## config.mk

```make
export PLATFORM = sky130hd
export DESIGN_NAME = dec_stage
export DESIGN_NICKNAME = d
export VERILOG_FILES = /design/src/rtl/dec_pkg.sv /design/src/rtl/dec_skid_buf.sv /design/src/rtl/dec_branch_scan.sv /design/src/rtl/dec_stage.sv
export SDC_FILE = /design/constraint.sdc
export NUM_CORES = 1
export LEC_CHECK = 0
export BUFFER_PORTS_ARGS = -buffer_cell sky130_fd_sc_hd__buf_2
export CAP_MARGIN = 20
export CORE_MARGIN = 2
export CORE_UTILIZATION = 65
export DETAILED_ROUTE_END_ITERATION = 12
export PLACE_DENSITY = 0.91
export SYNTH_ARGS = -nofsm -noshare
export SYNTH_HDL_FRONTEND = slang
export SYNTH_HIERARCHICAL = 1
export SYNTH_SLANG_ARGS = --single-unit
export TNS_END_PERCENT = 100
```

## constraint.sdc

```tcl
create_clock -name clk -period 8.6 [get_ports clk]
set_input_delay 0.43 -clock clk [delete_from_list [all_inputs] [get_ports clk]]
set_output_delay 0.43 -clock clk [all_outputs]
set_load 0.05 [all_outputs]
```

## src/rtl/dec_pkg.sv

```systemverilog
package dec_pkg;
  typedef enum logic [2:0] {
    ST_RUN     = 3'd0,
    ST_IDLE    = 3'd1,
    ST_WAITDS  = 3'd2,
    ST_SQUASH  = 3'd3,
    ST_BLOCK   = 3'd4,
    ST_UNBLOCK = 3'd5
  } dstate_e;
endpackage

```

## src/rtl/dec_skid_buf.sv

```systemverilog
module dec_skid_buf #(
  parameter int W      = 2,
  parameter int SLOT_W = 18,
  parameter int DEPTH  = 8
) (
  input  logic                          clk,
  input  logic                          rst_n,
  input  logic                          flush,
  input  logic [$clog2(W+1)-1:0]        push_n,
  input  logic [W*SLOT_W-1:0]           push_slots,
  input  logic [$clog2(W+1)-1:0]        pop_n,
  output logic [W*SLOT_W-1:0]           head_slots,
  output logic [W-1:0]                  head_valid,
  output logic [$clog2(DEPTH+1)-1:0]    count
);
  localparam int CW = $clog2(W+1);
  localparam int AW = $clog2(DEPTH);
  localparam int NW = $clog2(DEPTH+1);

  if ((DEPTH & (DEPTH - 1)) != 0) begin : g_depth_chk
    $error("skid depth must be a power of two");
  end

  logic [SLOT_W-1:0] mem [DEPTH];
  logic [AW-1:0]     rd_q, wr_q;
  logic [NW-1:0]     cnt_q;

  always_ff @(posedge clk) begin
    for (int i = 0; i < W; i++) begin
      if (CW'(i) < push_n) mem[wr_q + AW'(i)] <= push_slots[i*SLOT_W +: SLOT_W];
    end
  end

  always_ff @(posedge clk) begin
    if (!rst_n || flush) begin
      rd_q  <= '0;
      wr_q  <= '0;
      cnt_q <= '0;
    end else begin
      wr_q  <= wr_q + AW'(push_n);
      rd_q  <= rd_q + AW'(pop_n);
      cnt_q <= cnt_q + NW'(push_n) - NW'(pop_n);
    end
  end

  always_comb begin
    for (int i = 0; i < W; i++) begin
      head_slots[i*SLOT_W +: SLOT_W] = mem[rd_q + AW'(i)];
      head_valid[i] = NW'(i) < cnt_q;
    end
  end

  assign count = cnt_q;

  AST_SKID_NO_OVERFLOW: assert property (@(posedge clk) disable iff (!rst_n)
    !flush |-> (32'(cnt_q) + 32'(push_n) - 32'(pop_n) <= DEPTH));
  AST_SKID_NO_UNDERFLOW: assert property (@(posedge clk) disable iff (!rst_n)
    !flush |-> (32'(pop_n) <= 32'(cnt_q)));
endmodule

```

## src/rtl/dec_branch_scan.sv

```systemverilog
module dec_branch_scan #(
  parameter int W      = 2,
  parameter int DATA_W = 8,
  parameter int PC_W   = 8
) (
  input  logic [W-1:0]                    grp_valid,
  input  logic [W*(DATA_W+PC_W+2)-1:0]    grp_slots,
  input  logic                            pend_q,
  input  logic [PC_W-1:0]                 pend_pc,
  output logic [$clog2(W+1)-1:0]          fwd_n,
  output logic                            sq_now,
  output logic [PC_W-1:0]                 sq_pc,
  output logic                            pend_set,
  output logic [PC_W-1:0]                 pend_pc_new
);
  localparam int CW     = $clog2(W+1);
  localparam int SLOT_W = DATA_W + PC_W + 2;
  localparam int B_TGT  = DATA_W;
  localparam int B_DLY  = DATA_W + PC_W;
  localparam int B_MIS  = DATA_W + PC_W + 1;

  logic [CW-1:0] n;
  logic          found;

  always_comb begin
    n = '0;
    for (int i = 0; i < W; i++) n = n + CW'(grp_valid[i]);
    fwd_n       = n;
    sq_now      = 1'b0;
    sq_pc       = pend_pc;
    pend_set    = 1'b0;
    pend_pc_new = '0;
    found       = 1'b0;
    if (pend_q && n != '0) begin
      // first slot is the delay slot; its own flags are not looked at
      fwd_n  = CW'(1);
      sq_now = 1'b1;
    end else begin
      for (int i = 0; i < W; i++) begin
        if (!found && grp_valid[i] && grp_slots[i*SLOT_W + B_MIS]) begin
          found = 1'b1;
          if (!grp_slots[i*SLOT_W + B_DLY]) begin
            fwd_n  = CW'(i + 1);
            sq_now = 1'b1;
            sq_pc  = grp_slots[i*SLOT_W + B_TGT +: PC_W];
          end else if (CW'(i + 1) < n) begin
            fwd_n  = CW'(i + 2);
            sq_now = 1'b1;
            sq_pc  = grp_slots[i*SLOT_W + B_TGT +: PC_W];
          end else begin
            fwd_n       = CW'(i + 1);
            pend_set    = 1'b1;
            pend_pc_new = grp_slots[i*SLOT_W + B_TGT +: PC_W];
          end
        end
      end
    end
  end
endmodule

```

## src/rtl/dec_stage.sv

```systemverilog
module dec_stage
  import dec_pkg::*;
#(
  parameter int W          = 2,
  parameter int DATA_W     = 8,
  parameter int PC_W       = 8,
  parameter int SKID_DEPTH = 8,
  parameter int FETCH_LAT  = 2
) (
  input  logic                         clk,
  input  logic                         rst_n,
  input  logic [W-1:0]                 fe_mask,
  input  logic [W*(DATA_W+PC_W+2)-1:0] fe_slots,
  input  logic                         stall_rename,
  input  logic                         stall_exec,
  input  logic                         stall_commit,
  input  logic                         commit_squash,
  output logic [W-1:0]                 rn_mask,
  output logic [W*DATA_W-1:0]          rn_data,
  output logic                         redir_valid,
  output logic [PC_W-1:0]              redir_pc,
  output logic                         block_up,
  output logic                         unblock_up,
  output logic                         active,
  output logic [2:0]                   state_o
);
  localparam int SLOT_W   = DATA_W + PC_W + 2;
  localparam int CW       = $clog2(W+1);
  localparam int NW       = $clog2(SKID_DEPTH+1);
  localparam int MIN_SKID = W * FETCH_LAT;

  if (SKID_DEPTH < MIN_SKID) begin : g_skid_chk
    $error("skid depth below width times fetch latency");
  end

  dstate_e          state_q, state_d;
  logic             pend_q, pend_d;
  logic [PC_W-1:0]  pend_pc_q, pend_pc_d;
  logic [W-1:0]     rn_mask_d;
  logic [W*DATA_W-1:0] rn_data_d;
  logic             block_d, unblock_d;

  logic             stall_any, from_skid, process, own_sq, flush;
  logic [CW-1:0]    in_n, push_n, pop_n, fwd_n;
  logic [W-1:0]     grp_valid, head_valid;
  logic [W*SLOT_W-1:0] grp_slots, head_slots;
  logic [NW-1:0]    skid_cnt;
  logic             sq_now, pend_set;
  logic [PC_W-1:0]  sq_pc, pend_pc_new;

  assign stall_any = stall_rename | stall_exec | stall_commit;
  assign in_n      = CW'($countones(fe_mask));
  assign from_skid = (state_q == ST_UNBLOCK);
  assign grp_valid = from_skid ? head_valid : fe_mask;
  assign grp_slots = from_skid ? head_slots : fe_slots;
  assign process   = !commit_squash && !stall_any &&
                     (state_q inside {ST_RUN, ST_IDLE, ST_WAITDS, ST_UNBLOCK});
  assign own_sq    = process && sq_now;
  assign flush     = commit_squash || own_sq;

  dec_branch_scan #(.W(W), .DATA_W(DATA_W), .PC_W(PC_W)) u_scan (
    .grp_valid   (grp_valid),
    .grp_slots   (grp_slots),
    .pend_q      (pend_q),
    .pend_pc     (pend_pc_q),
    .fwd_n       (fwd_n),
    .sq_now      (sq_now),
    .sq_pc       (sq_pc),
    .pend_set    (pend_set),
    .pend_pc_new (pend_pc_new)
  );

  dec_skid_buf #(.W(W), .SLOT_W(SLOT_W), .DEPTH(SKID_DEPTH)) u_skid (
    .clk        (clk),
    .rst_n      (rst_n),
    .flush      (flush),
    .push_n     (push_n),
    .push_slots (fe_slots),
    .pop_n      (pop_n),
    .head_slots (head_slots),
    .head_valid (head_valid),
    .count      (skid_cnt)
  );

  // buffer traffic
  always_comb begin
    push_n = '0;
    if (!flush) begin
      unique case (state_q)
        ST_RUN, ST_IDLE, ST_WAITDS: push_n = stall_any ? in_n : '0;
        ST_BLOCK, ST_UNBLOCK:       push_n = in_n;
        default:                    push_n = '0;
      endcase
    end
    pop_n = (process && from_skid && !own_sq) ? fwd_n : '0;
  end

  // pending delay-slot squash
  always_comb begin
    pend_d    = pend_q;
    pend_pc_d = pend_pc_q;
    if (flush) begin
      pend_d = 1'b0;
    end else if (process && pend_set) begin
      pend_d    = 1'b1;
      pend_pc_d = pend_pc_new;
    end
  end

  // status machine
  always_comb begin
    state_d   = state_q;
    block_d   = 1'b0;
    unblock_d = 1'b0;
    if (commit_squash) begin
      state_d = ST_SQUASH;
    end else begin
      unique case (state_q)
        ST_RUN, ST_IDLE, ST_WAITDS: begin
          if (stall_any) begin
            state_d = ST_BLOCK;
            block_d = 1'b1;
          end else if (own_sq)   state_d = ST_SQUASH;
          else if (in_n == '0)   state_d = pend_q ? ST_WAITDS : ST_IDLE;
          else                   state_d = pend_d ? ST_WAITDS : ST_RUN;
        end
        ST_BLOCK: state_d = stall_any ? ST_BLOCK : ST_UNBLOCK;
        ST_UNBLOCK: begin
          if (stall_any) begin
            state_d = ST_BLOCK;
            block_d = 1'b1;
          end else if (own_sq) begin
            state_d = ST_SQUASH;
          end else if (skid_cnt == NW'(fwd_n) && in_n == '0) begin
            state_d   = pend_d ? ST_WAITDS : ST_RUN;
            unblock_d = 1'b1;
          end
        end
        default: state_d = ST_IDLE;
      endcase
    end
  end

  // lanes toward rename
  always_comb begin
    for (int i = 0; i < W; i++) begin
      rn_mask_d[i] = process && (CW'(i) < fwd_n);
      rn_data_d[i*DATA_W +: DATA_W] = rn_mask_d[i] ? grp_slots[i*SLOT_W +: DATA_W] : '0;
    end
  end

  always_ff @(posedge clk) begin
    if (!rst_n) begin
      state_q     <= ST_IDLE;
      pend_q      <= 1'b0;
      pend_pc_q   <= '0;
      rn_mask     <= '0;
      rn_data     <= '0;
      redir_valid <= 1'b0;
      redir_pc    <= '0;
      block_up    <= 1'b0;
      unblock_up  <= 1'b0;
    end else begin
      state_q     <= state_d;
      pend_q      <= pend_d;
      pend_pc_q   <= pend_pc_d;
      rn_mask     <= rn_mask_d;
      rn_data     <= rn_data_d;
      redir_valid <= own_sq;
      redir_pc    <= own_sq ? sq_pc : redir_pc;
      block_up    <= block_d;
      unblock_up  <= unblock_d;
    end
  end

  assign active  = (state_q != ST_IDLE);
  assign state_o = state_q;

  AST_STALL_HOLDS_OUTPUT: assert property (@(posedge clk) disable iff (!rst_n)
    (stall_any && !commit_squash && state_q != ST_SQUASH) |=> (rn_mask == '0));
  AST_BLOCK_ON_ENTRY: assert property (@(posedge clk) disable iff (!rst_n)
    block_up |-> (state_q == ST_BLOCK));
  AST_UNBLOCK_WHEN_EMPTY: assert property (@(posedge clk) disable iff (!rst_n)
    unblock_up |-> (skid_cnt == '0 && (state_q == ST_RUN || state_q == ST_WAITDS)));
  AST_COMMIT_FLUSH: assert property (@(posedge clk) disable iff (!rst_n)
    commit_squash |=> (state_q == ST_SQUASH && skid_cnt == '0 && rn_mask == '0 && !redir_valid));
  AST_REDIR_SQUASHING: assert property (@(posedge clk) disable iff (!rst_n)
    redir_valid |-> (state_q == ST_SQUASH && skid_cnt == '0 && !pend_q));
  AST_RN_PACKED: assert property (@(posedge clk) disable iff (!rst_n)
    ((rn_mask & (rn_mask + 1'b1)) == '0));
endmodule

```

==> impl_metrics.tcl <==
set metrics [dict create \
    run_status "complete, no violations" \
    tns_ns 0 \
    final_util_pct 73.5 \
    comb_power_share_pct 10.3 \
    ir_drop_mv 0.151 \
    place_area_mm2 0.0120 \
    yosys-top-cells-area "edfxtp_1, mux2_2, mux4_2" \
    finalCriticalPeriod_ns 6.52 \
    route.detailed.drc 0 \
    regToRegSetupSlack_ns 2.08 \
    dp_hpwl_um 18200 \
    seq_power_share_pct 50.5 \
    grt_usage_pct 32.4 \
    dr.pass1.iters 5 \
    required_ns 8.66 \
    worst_path_most_repeated_cell "mux2_2" \
    clock-sinks 195 \
    rsz0062_at_grt "false" \
    syn_inst 777 \
    mappedNetlistArea_mm2 0.0114 \
    drive_gt1_share_pct 51.8 \
    critPathMaxStageDelay_ns 0.88 \
    htree_levels 4 \
    finalHoldWorstSlack_ns 0.338 \
    setup.worst_path.end "u_skid/mem[7][12]" \
    globalplace.congestion 0.940 \
    r2r_cells 13 \
    setup_viol_count_final 0 \
    worstReg2RegEnd "u_skid/mem[7][12]" \
    port_buffers 76 \
    worstSkewPairLatency_ns 0.44 \
    grt_pass1_vias 7682 \
    grt-ovfl-total 0 \
    numCtsBuffers 17 \
    min_period_over_period_pct 75.8 \
    min_from "commit_squash" \
    power_density_mw_per_mm2 162 \
    cts_root_buf "clkbuf_16" \
    r2r_start "u_skid/rd_q[0]" \
    rows 48 \
    synth_top_area_share_pct 37.8 \
    ctsResizeCount 0 \
    fp.dieW_um 137 \
    cts_hold_buf 0 \
    syn_avg_cell_area_um2 14.7 \
    totalWireLength_um 29000 \
    grt_max_degree 42 \
    tightestPinTransition_ns 1.14 \
    drv_slew 0 \
    wl_per_cell_um 26.7 \
    startpoint_type "flip-flop" \
    fill_cells 1044 \
    hold_viol 0 \
    area_delta_synth_final_pct 10.8 \
    intPower_mw 1.54 \
    swShare_pct 24.9 \
    dieHeight_um 137 \
    synthDistinctLibCells 64 \
    drtIter0Drc 799 \
    fin_skew_ns 0.00901 \
    synth-edff-count 144 \
    leakage_nw 4.41 \
    slew_headroom_pct 23.7 \
    stdcell_area_mm2 0.0127 \
    clkPwrFrac_pct 39.2 \
    async_reset_ff_share_pct 0 \
    slowest_stage "nor3_4" \
    p_sw_mw 0.509 \
    critical_path.cell_chain "ha_1 > mux4_2 > mux2_2 > mux2_2 > a21boi_0 > or3_1 > nand3_1 > a21o_1 > a221o_1 > nor2_1 > nand2_1 > nor3_4 > o21bai_2" \
    yosys.area.top_type "edfxtp_1" \
    io_pins 77 \
    synth_common_cells "mux2_2, edfxtp_1, mux4_2, dfxtp_1, nor2b_1" \
    vias 7597 \
    core_mm2 0.0172 \
    cts.clk_slew.worst_paths_ns 0.08 \
    ys_seq_elements 195 \
    antenna_left 0 \
    synth_most_common_cell "mux2_2" \
    ys.flop_type "edfxtp_1" \
    grt_pass1_wl_um 44300 \
    power_mw 2.05 \
    vias_per_cell 6.99 \
    fp.dieArea_mm2 0.0187 \
    cts_tree "built" \
    yosys_warnings 6 \
    initial_utilization_pct 66.3 \
    cap_violations 0 \
    clock_path_buffers 2 \
    hold_class "in -> reg" \
    cts_setup_buffers 0 \
    cp_max_fo 38 \
    ys_seq_area_share_pct 46.8 \
    nets 908 \
    cp-startpoint "u_skid/rd_q[0]" \
    crit_type "reg -> reg" \
    cp-end-kind "flip-flop" \
    worst-endpoint-arrival_ns 6.58 \
    antenna_found_initial 2 \
    timing.fmax_ghz 0.153 \
    syn-num-nets 839 \
]
==> power by group through the flow <==
stage | Sequential, mW | Combinational (mW) | Clock (mW)
final | 1.03 | 0.211 | 0.802
after global routing | 1.03 | 0.225 | 0.847
after CTS | 1.03 | 0.206 | 0.808
after detailed placement | 1.05 | 0.203 | 0
after global placement | 1.05 | 0.192 | 0
after floorplan | 1.06 | 0.137 | 0
==> critical path, delay by kind of cell (launching register included) <==
family / cells / cell delay, ns
mux: 3 / 0.71
fa+ha+maj: 1 / 0.73
flops: 1 / 0.75
simple gates: 5 / 2.34
compound gates: 4 / 1.56
==> flip-flops by register name, indices dropped and copies added (netlist names) <==
signal,flops
block_up,1
pend_pc_q,8
pend_q,1
redir_pc,8
redir_valid,1
rn_data,16
rn_mask,2
state_o,3
u_skid/count,4
u_skid/mem,144
u_skid/rd_q,3
u_skid/wr_q,3
unblock_up,1
==> worst min path at each step <==
stage / end / slack, ns / cells after the start
after floorplan: pend_pc_q[1] / 0.49 / 2
after global placement: redir_pc[3] / 0.44 / 2
after detailed placement: redir_pc[6] / 0.45 / 2
after CTS: state_o[1] / 0.33 / 2
after global routing: state_o[1] / 0.36 / 2
final: state_o[1] / 0.34 / 2
==> placed cells by master, fill, tap and decap left out, types with 5 or more instances in the layout <==
| cell | count |
|---|---|
| nand2b_1 | 9 |
| nand2_1 | 26 |
| buf_4 | 17 |
| clkbuf_16 | 17 |
| mux2_2 | 219 |
| mux4_2 | 72 |
| nor2b_1 | 29 |
| a21oi_1 | 5 |
| edfxtp_1 | 144 |
| inv_1 | 21 |
| a21boi_1 | 8 |
| inv_6 | 7 |
| ha_1 | 14 |
| and2_1 | 8 |
| dfxtp_1 | 49 |
| buf_2 | 76 |
| o22ai_1 | 9 |
| nor2_1 | 16 |
| mux2i_1 | 9 |
| a2bb2oi_1 | 6 |
| a22o_1 | 6 |
==> per-stage QoR <==
step                      setup WS, ns  std cells
after floorplan                   2.97        777
after CTS                         2.23       1083
final                             2.08       1087
after global placement            2.61       1050
after detailed placement          2.36       1051
after global routing              1.81       1085
==> area by class of cell <==
type                    instances  area, um2  area share [%]
well taps                     225        282            2.22
clock inverters                14        165            1.30
clock buffers                  18        429            3.39
repair buffers                 95        551            4.35
multi-input cells             516       5810            45.8
inverters                      21       78.8           0.622
flip-flops and latches        195       5350            42.2
diodes                          3       7.51          0.0593
==> layer usage <==
layer / vias to the layer above / global-route usage [%] / part of all wire (%)
li1: 3191 / - / -
met1: 3766 / 40.8 / 36
met2: 553 / 53.8 / 50
met3: 87 / 7.89 / 10
met4: 0 / 13.4 / 3.5
met5: - / 0 / 0
==> cells by family after synthesis <==
family	share of synthesized area, %
flops	46.8
mux	36.5
buf+inv	2.96
simple gates	6.28
fa+ha+maj	2.23
xor+xnor	0.843
compound gates	4.38
Note: power is estimated with default switching activity, not from simulation.
